### src/rtl/frame_param_pkg.sv
package frame_param_pkg;

  localparam logic [1:0] IDX_WIDTH  = 2'd0;
  localparam logic [1:0] IDX_HEIGHT = 2'd1;
  localparam logic [1:0] IDX_KEEP   = 2'd2;
  localparam logic [1:0] IDX_UPDATE = 2'd3;

  typedef struct packed {
    logic       wrWidth;
    logic       wrHeight;
    logic       wrKeep;
    logic       commit;
    logic       pending;
    logic       rdHit;
    logic [1:0] rdIdx;
  } ctrl_t;

endpackage

### src/rtl/frame_param_ctrl.sv
module frame_param_ctrl
  import frame_param_pkg::*;
#(
  parameter int ADDR_W = 5,
  parameter int BUS_W  = 32
) (
  input  logic              clk,
  input  logic              rstN,
  input  logic              busWrite,
  input  logic [ADDR_W-1:0] busAddr,
  input  logic [BUS_W-1:0]  busWdata,
  input  logic              inFrameStart,
  output logic              coreFrameStart,
  output ctrl_t             ctrl
);

  logic       pendingQ;
  logic       upperZero;
  logic       halfOk;
  logic       hit;
  logic [1:0] idx;
  logic       wrOk;

  assign upperZero = (busAddr[ADDR_W-1:4] == '0);
  assign idx       = busAddr[3:2];

  generate
    if (BUS_W >= 32) begin : g_wide
      assign halfOk = 1'b1;
    end else begin : g_narrow
      assign halfOk = ~busAddr[1];
    end
  endgenerate

  assign hit  = upperZero & halfOk;
  assign wrOk = busWrite & hit & ~pendingQ;

  always_comb begin
    ctrl          = '0;
    ctrl.pending  = pendingQ;
    ctrl.commit   = pendingQ & inFrameStart;
    ctrl.wrWidth  = wrOk & (idx == IDX_WIDTH);
    ctrl.wrHeight = wrOk & (idx == IDX_HEIGHT);
    ctrl.wrKeep   = wrOk & (idx == IDX_KEEP);
    ctrl.rdHit    = hit;
    ctrl.rdIdx    = idx;
  end

  always_ff @(posedge clk or negedge rstN) begin
    if (!rstN) begin
      pendingQ       <= 1'b0;
      coreFrameStart <= 1'b0;
    end else begin
      coreFrameStart <= inFrameStart;
      if (pendingQ && inFrameStart)
        pendingQ <= 1'b0;
      else if (wrOk && idx == IDX_UPDATE && busWdata[0])
        pendingQ <= 1'b1;
    end
  end

  AST_COMMIT_CLEARS: assert property (@(posedge clk) disable iff (!rstN)
    (pendingQ && inFrameStart) |=> !pendingQ);
  AST_UPDATE_LOCKED: assert property (@(posedge clk) disable iff (!rstN)
    (pendingQ && !inFrameStart) |=> pendingQ);
  AST_STROBE_DELAY: assert property (@(posedge clk) disable iff (!rstN)
    inFrameStart |=> coreFrameStart);

endmodule

### src/rtl/frame_param_data.sv
module frame_param_data
  import frame_param_pkg::*;
#(
  parameter int BUS_W  = 32,
  parameter int DIM_W  = 11,
  parameter int MAX_W  = 1920,
  parameter int MAX_H  = 1080,
  parameter int MIN_D  = 63,
  parameter int DEF_W  = 719,
  parameter int DEF_H  = 479
) (
  input  logic             clk,
  input  logic             rstN,
  input  ctrl_t            ctrl,
  input  logic [BUS_W-1:0] busWdata,
  input  logic             outFrameStart,
  output logic [BUS_W-1:0] busRdata,
  output logic [DIM_W-1:0] workWidth,
  output logic [DIM_W-1:0] workHeight,
  output logic             workKeep,
  output logic [DIM_W-1:0] outWidth,
  output logic [DIM_W-1:0] outHeight
);

  localparam logic [BUS_W-1:0] LO_LIM  = BUS_W'(MIN_D);
  localparam logic [BUS_W-1:0] HI_W    = BUS_W'(MAX_W - 1);
  localparam logic [BUS_W-1:0] HI_H    = BUS_W'(MAX_H - 1);
  localparam logic [DIM_W-1:0] RST_W   = DIM_W'(DEF_W);
  localparam logic [DIM_W-1:0] RST_H   = DIM_W'(DEF_H);

  logic [DIM_W-1:0] shWidth;
  logic [DIM_W-1:0] shHeight;
  logic             shKeep;
  logic [DIM_W-1:0] clampW;
  logic [DIM_W-1:0] clampH;
  logic [BUS_W-1:0] rdNext;

  function automatic logic [DIM_W-1:0] clampDim(input logic [BUS_W-1:0] v,
                                                input logic [BUS_W-1:0] hi);
    if (v < LO_LIM)   return DIM_W'(LO_LIM);
    else if (v > hi)  return DIM_W'(hi);
    else              return DIM_W'(v);
  endfunction

  assign clampW = clampDim(busWdata, HI_W);
  assign clampH = clampDim(busWdata, HI_H);

  always_comb begin
    rdNext = '0;
    if (ctrl.rdHit) begin
      case (ctrl.rdIdx)
        IDX_WIDTH:  rdNext = BUS_W'(shWidth);
        IDX_HEIGHT: rdNext = BUS_W'(shHeight);
        IDX_KEEP:   rdNext = BUS_W'(shKeep);
        default:    rdNext = BUS_W'(ctrl.pending);
      endcase
    end
  end

  always_ff @(posedge clk or negedge rstN) begin
    if (!rstN) begin
      shWidth  <= RST_W;
      shHeight <= RST_H;
      shKeep   <= 1'b0;
      busRdata <= '0;
    end else begin
      busRdata <= rdNext;
      if (ctrl.wrWidth)  shWidth  <= clampW;
      if (ctrl.wrHeight) shHeight <= clampH;
      if (ctrl.wrKeep)   shKeep   <= busWdata[0];
    end
  end

  always_ff @(posedge clk or negedge rstN) begin
    if (!rstN) begin
      workWidth  <= RST_W;
      workHeight <= RST_H;
      workKeep   <= 1'b0;
    end else if (ctrl.commit) begin
      workWidth  <= shWidth;
      workHeight <= shHeight;
      workKeep   <= shKeep;
    end
  end

  always_ff @(posedge clk or negedge rstN) begin
    if (!rstN) begin
      outWidth  <= RST_W;
      outHeight <= RST_H;
    end else if (outFrameStart) begin
      outWidth  <= workWidth;
      outHeight <= workHeight;
    end
  end

  AST_SHADOW_LOCK: assert property (@(posedge clk) disable iff (!rstN)
    ctrl.pending |=> ($stable(shWidth) && $stable(shHeight) && $stable(shKeep)));
  AST_WORK_HOLD: assert property (@(posedge clk) disable iff (!rstN)
    !ctrl.commit |=> ($stable(workWidth) && $stable(workHeight) && $stable(workKeep)));
  AST_SHADOW_RANGE: assert property (@(posedge clk) disable iff (!rstN)
    (BUS_W'(shWidth) >= LO_LIM && BUS_W'(shWidth) <= HI_W &&
     BUS_W'(shHeight) >= LO_LIM && BUS_W'(shHeight) <= HI_H));
  AST_OUT_HOLD: assert property (@(posedge clk) disable iff (!rstN)
    !outFrameStart |=> ($stable(outWidth) && $stable(outHeight)));

endmodule

### src/rtl/frame_param_bank.sv
module frame_param_bank
  import frame_param_pkg::*;
#(
  parameter int ADDR_W = 5,
  parameter int BUS_W  = 32,
  parameter int MAX_W  = 1920,
  parameter int MAX_H  = 1080,
  parameter int MIN_D  = 63,
  parameter int DEF_W  = 719,
  parameter int DEF_H  = 479,
  localparam int DIM_W = $clog2((MAX_W > MAX_H) ? MAX_W : MAX_H)
) (
  input  logic              clk,
  input  logic              rstN,
  input  logic              busWrite,
  input  logic [ADDR_W-1:0] busAddr,
  input  logic [BUS_W-1:0]  busWdata,
  output logic [BUS_W-1:0]  busRdata,
  input  logic              inFrameStart,
  input  logic              outFrameStart,
  output logic              coreFrameStart,
  output logic [DIM_W-1:0]  workWidth,
  output logic [DIM_W-1:0]  workHeight,
  output logic              workKeep,
  output logic [DIM_W-1:0]  outWidth,
  output logic [DIM_W-1:0]  outHeight
);

  ctrl_t ctrl;

  frame_param_ctrl #(.ADDR_W(ADDR_W), .BUS_W(BUS_W)) u_ctrl (
    .clk            (clk),
    .rstN           (rstN),
    .busWrite       (busWrite),
    .busAddr        (busAddr),
    .busWdata       (busWdata),
    .inFrameStart   (inFrameStart),
    .coreFrameStart (coreFrameStart),
    .ctrl           (ctrl)
  );

  frame_param_data #(
    .BUS_W(BUS_W), .DIM_W(DIM_W), .MAX_W(MAX_W), .MAX_H(MAX_H),
    .MIN_D(MIN_D), .DEF_W(DEF_W), .DEF_H(DEF_H)
  ) u_data (
    .clk           (clk),
    .rstN          (rstN),
    .ctrl          (ctrl),
    .busWdata      (busWdata),
    .outFrameStart (outFrameStart),
    .busRdata      (busRdata),
    .workWidth     (workWidth),
    .workHeight    (workHeight),
    .workKeep      (workKeep),
    .outWidth      (outWidth),
    .outHeight     (outHeight)
  );

endmodule

### config.mk
export PLATFORM = sky130hd
export DESIGN_NAME = frame_param_bank
export DESIGN_NICKNAME = d
export VERILOG_FILES = /design/src/rtl/frame_param_pkg.sv /design/src/rtl/frame_param_ctrl.sv /design/src/rtl/frame_param_data.sv /design/src/rtl/frame_param_bank.sv
export SDC_FILE = /design/constraint.sdc
export NUM_CORES = 1
export LEC_CHECK = 0
export BUFFER_PORTS_ARGS = -buffer_cell sky130_fd_sc_hd__buf_2
export CAP_MARGIN = 25
export CORE_MARGIN = 1
export CORE_UTILIZATION = 35
export DETAILED_ROUTE_END_ITERATION = 6
export GPL_ROUTABILITY_DRIVEN = 0
export PLACE_DENSITY = 0.63
export SLEW_MARGIN = 20
export SYNTH_ARGS = -nofsm -noshare
export SYNTH_HDL_FRONTEND = slang
export SYNTH_HIERARCHICAL = 1
export SYNTH_SLANG_ARGS = --single-unit
### constraint.sdc
create_clock -name clk -period 2.2 [get_ports clk]
set_input_delay 0.11 -clock clk [delete_from_list [all_inputs] [get_ports clk]]
set_output_delay 0.11 -clock clk [all_outputs]
set_load 0.01 [all_outputs]
# Word level (Yosys, flattened, before mapping)
# Cells that the tools add are included.
# word_totals
regBits,102
inputBits,42
# classes
n_bitwise,8
n_eq_ne,3
n_reduce_logical,5
mux,8
order_cmp,3
# op_table
cell,count
$gt 32x11->1 const B,2
$mux 11,4
$pmux 11 s3,1
$lt 32x6->1 const B,1
$mux 32,1
$and 1x1->1,6
$eq 2x2->1 const B,2
$logic_and 1x1->1,3
$eq 2x1->1 const B,1
$logic_not 2->1,1
$mux 1,2
$not 1->1,2
$reduce_bool 2->1,1

# Logic depth before layout (Yosys ltp)
# logic_depth
depth_word,7
depth_mapped,6
ltp_nobuf,5

# Cells and area by module
# The synthesis kept the hierarchy.
# modules_own_cells
mod,area_per_inst_um2,instances,cells_each
frame_param_data,3358.2,1,256
frame_param_ctrl,146.4,1,15

# Least setup slack after synthesis
# Ideal clock, no wire load.
# synth_timing
kind,register to register
startpoint,register u_ctrl.pendingQ
endpoint,register u_data.shHeight[2]
path_buffers,2
stages_incl_launch_ff,6
path_slack_ps,508
arrival_time_ps,1614
path_cell_list,dfrtp_1 nor4b_1 clkbuf_1 clkbuf_1 nor2_1 a31oi_1
# synth_lines
item,line,text
from (decl),frame_param_ctrl.sv:17,logic pendingQ;
from (signal assigned),frame_param_ctrl.sv:51,pendingQ <= 1'b0;
from (signal assigned),frame_param_ctrl.sv:56,pendingQ <= 1'b0;
from (signal assigned),frame_param_ctrl.sv:58,pendingQ <= 1'b1;
to (signal assigned),frame_param_data.sv:69,if (ctrl.wrHeight) shHeight <= clampH;
to (decl),frame_param_data.sv:32,logic [DIM_W-1:0] shHeight;

# Worst setup path after layout
# layout_timing
startpoint,input port busWdata[6]
endpoint,register u_data.shHeight[2]
# layout_between
elab_chain_len,3
word_cells_on_any_way,4
# layout_lines
item,line,text
from (decl),frame_param_bank.sv:17,"input logic [BUS_W-1:0] busWdata,"
$gt 32x11->1,frame_param_data.sv:41,else if (v > hi) return DIM_W'(hi);
$mux 11,frame_param_data.sv:41,
$mux 11 (*),frame_param_data.sv:40,if (v < LO_LIM) return DIM_W'(LO_LIM);
# Mark *: on every way between the ends. The rest lies on a longest branch, timed or not.
# A chain may end at the register's enable or synchronous reset.

==> impl_metrics.env <==
export IMPL_status="completed"
export IMPL_whs_ns=0.0289
export IMPL_antenna_found_initial=0
export IMPL_cts_sinks=81
export IMPL_rsz0062_at_grt="false"
export IMPL_placed_area_um2=4070
export IMPL_grt_pass1_wl_um=11400
export IMPL_final_cell_mix="buf_2 (95), mux2_2 (46), dfstp_2 (45)"
export IMPL_drcViolationCount=0
export IMPL_cts_root_buf="clkbuf_8"
export IMPL_grt_pass1_vias=2155
export IMPL_die_width_um=102
export IMPL_final_instance_count_excl_fill=512
export IMPL_core_um2=9730
export IMPL_fin_skew_ns=0.00387
export IMPL_maxSlewHeadroom_pct=59.4
export IMPL_ant_nets=0
export IMPL_mostFrequentLayoutCell="buf_2"
export IMPL_critPathRequiredTime_ns=2.44
export IMPL_start_util_pct=36.0
export IMPL_clockBufferDepth=2
export IMPL_diodes=0
export IMPL_die_area_um2=10400
export IMPL_routed_wl_um=7180
export IMPL_total_power_mw=4.06
export IMPL_yosys_top_cells_area="dfstp_2 (34%), dfrtp_1 (26%), mux2_2 (15%)"
export IMPL_worstSetupPathType="input pin to register"
export IMPL_cts_inserted_buffers=9
export IMPL_yosysUniqueCellTypes=31
export IMPL_drtPass1Iterations=4
export IMPL_power_density_nw_per_um2=934
export IMPL_ir_drop_uv=310
export IMPL_synth_cells=271
export IMPL_fin_area_um2=4350
export IMPL_holdCritPathClass="input pin to register"
export IMPL_end_kind="register"
export IMPL_postSynthAreaPerCell_um2=12.9
export IMPL_io_pins=120
export IMPL_grt_usage_pct=15.1
export IMPL_vias=2302
export IMPL_layout_min_cycle_time_ns=2.04
export IMPL_ys_seq_area_share_pct=59.4
export IMPL_fin_tns_setup_ns=0
export IMPL_syn_to_final_growth_pct=24.0
export IMPL_critPathMaxFanout=9
export IMPL_grt_overflow_total=0
export IMPL_rows=36
export IMPL_netlist_area_um2=3500
export IMPL_nets=416
export IMPL_clk_pin_slew_ns=0.07
export IMPL_setup_viol=0
export IMPL_max_freq_mhz=490
export IMPL_cts_setup_buffers=0
export IMPL_portBuffers=96
export IMPL_synth_top_area_share_pct=33.7
export IMPL_h_tree_depth=3
export IMPL_yosys_warnings=6
export IMPL_drv_slew=0
export IMPL_drv_cap=0
export IMPL_die_h_um=102
export IMPL_synth_seq_cells=81
export IMPL_place_inst=491
export IMPL_insertion_delay_ns=0.34
export IMPL_routedWlPerCell_um=14.0
export IMPL_tightestPinTransition_ns=0.609
export IMPL_critPathArrivalTime_ns=2.28
export IMPL_period_share_pct=92.8
export IMPL_place_hpwl_um=5420
export IMPL_synth_area_leader_cell="dfstp_2"
export IMPL_viasPerCell=4.50
export IMPL_drive_gt1_share_pct=56.2
export IMPL_cts_tree="yes"
export IMPL_leakage_nw=1.98
export IMPL_crit_path_start_kind="input pin"
export IMPL_hold_violations=0
export IMPL_drt_initial_drc_count=87
export IMPL_grt_max_degree=35
-- sequential cells by signal, indices dropped and copies added (netlist names) --
register               flops
u_data/workHeight         11
u_data/shWidth            11
u_data/workWidth          11
u_ctrl/pendingQ            1
u_data/shKeep              1
u_ctrl/coreFrameStart      1
u_data/outHeight          11
u_data/shHeight           11
u_data/workKeep            1
u_data/busRdata           11
u_data/outWidth           11
-- cell type report --
cell class	instances	area (µm²)
Clock inverter	2	60.1
Timing Repair Buffer	107	591
Tap cell	133	166
Multi-Input combinational cell	166	1250
Inverter	9	33.8
Fill cell	925	5380
Clock buffer	14	163
Sequential cell	81	2080
-- cell families (layout without fill, tap and decap cells) --
family / count (synthesis) / in the layout / share of synthesized area (%)
AO/OA/AOI/OAI: 26 / 26 / 5.57
buffers and inverters: 44 / 132 / 7.39
flip-flops: 81 / 81 / 59.4
multiplexers: 57 / 57 / 18.3
other: 1 / 21 / 0.107
AND/OR/NAND/NOR: 62 / 62 / 9.21
-- layer usage --
metal	track usage (%)	share of wire, %	wire (µm)
met1	20.6	47	3350
met2	22.9	47	3380
met3	2.05	3.9	278
met4	9.23	2.4	175
met5	0	0	0
-- synthesized netlist by cell type --
| library cell | instances |
|---|---|
| a31oi_1 | 12 |
| mux4_2 | 1 |
| nor4_2 | 1 |
| nand4_1 | 3 |
| nand2_1 | 2 |
| and3_1 | 1 |
| nand2b_4 | 1 |
| buf_1 | 4 |
| nor3_1 | 6 |
| o21a_1 | 1 |
| dfrtp_1 | 36 |
| a2111oi_4 | 1 |
| nor2b_1 | 5 |
| a21oi_1 | 5 |
| mux2_2 | 46 |
| and2_1 | 2 |
| nor4_1 | 5 |
| o41ai_1 | 1 |
| conb_1 | 1 |
| nor2_1 | 30 |
| or4_4 | 1 |
| a31o_1 | 5 |
| nand2b_1 | 2 |
| mux2i_1 | 10 |
| buf_4 | 25 |
| o31ai_1 | 1 |
| nor4b_1 | 2 |
| clkbuf_1 | 6 |
| nand3_1 | 1 |
| dfstp_2 | 45 |
| inv_1 | 9 |
-- worst max-delay path: stages --
cell and delay [ns]:
dlygate4sd3_1 0.54, buf_2 0.14, or4_4 0.44, o21a_1 0.23
a2111oi_4 0.61, a31oi_1 0.21
-- stage by stage --
stage / utilization [%] / worst slack, ns
4_1_cts: 44.7 / 0.172
3_3_place_gp: 41.9 / 0.284
3_5_place_dp: 41.9 / 0.240
2_1_floorplan: - / 0.508
5_1_grt: 44.7 / 0.0442
6_report: 44.7 / 0.159
-- power breakdown --
group	switching, mW	internal [mW]	leakage, nW	total (mW)
combinational	0.392	0.423	0.973	0.815
sequential	0.156	1.88	0.898	2.03
clock	0.505	0.704	0.111	1.21
total	1.05	3.01	1.98	4.06
-- path summary, 6_finish.rpt --
path,start,end,slack (ns),depth (start not counted)
setup / recovery,busWdata[6],u_data/shHeight[2],0.16,6
hold / removal,busWdata[2],u_data/shWidth[2],0.03,3
setup reg to reg,u_ctrl/pendingQ,u_data/shHeight[3],0.65,4
hold reg to reg,u_data/shHeight[3],u_data/shHeight[3],0.50,2
max in group asynchronous,rstN,u_data/outWidth[9],1.29,3
min in group asynchronous,rstN,u_ctrl/coreFrameStart,0.26,2
-- timing repair --
action | 4_1_cts | 5_1_grt
resized for setup | 0 | 0
hold buffers | 5 | 0
endpoints found under the hold margin | 16 | 0
Power figures use the tool's default switching activity.
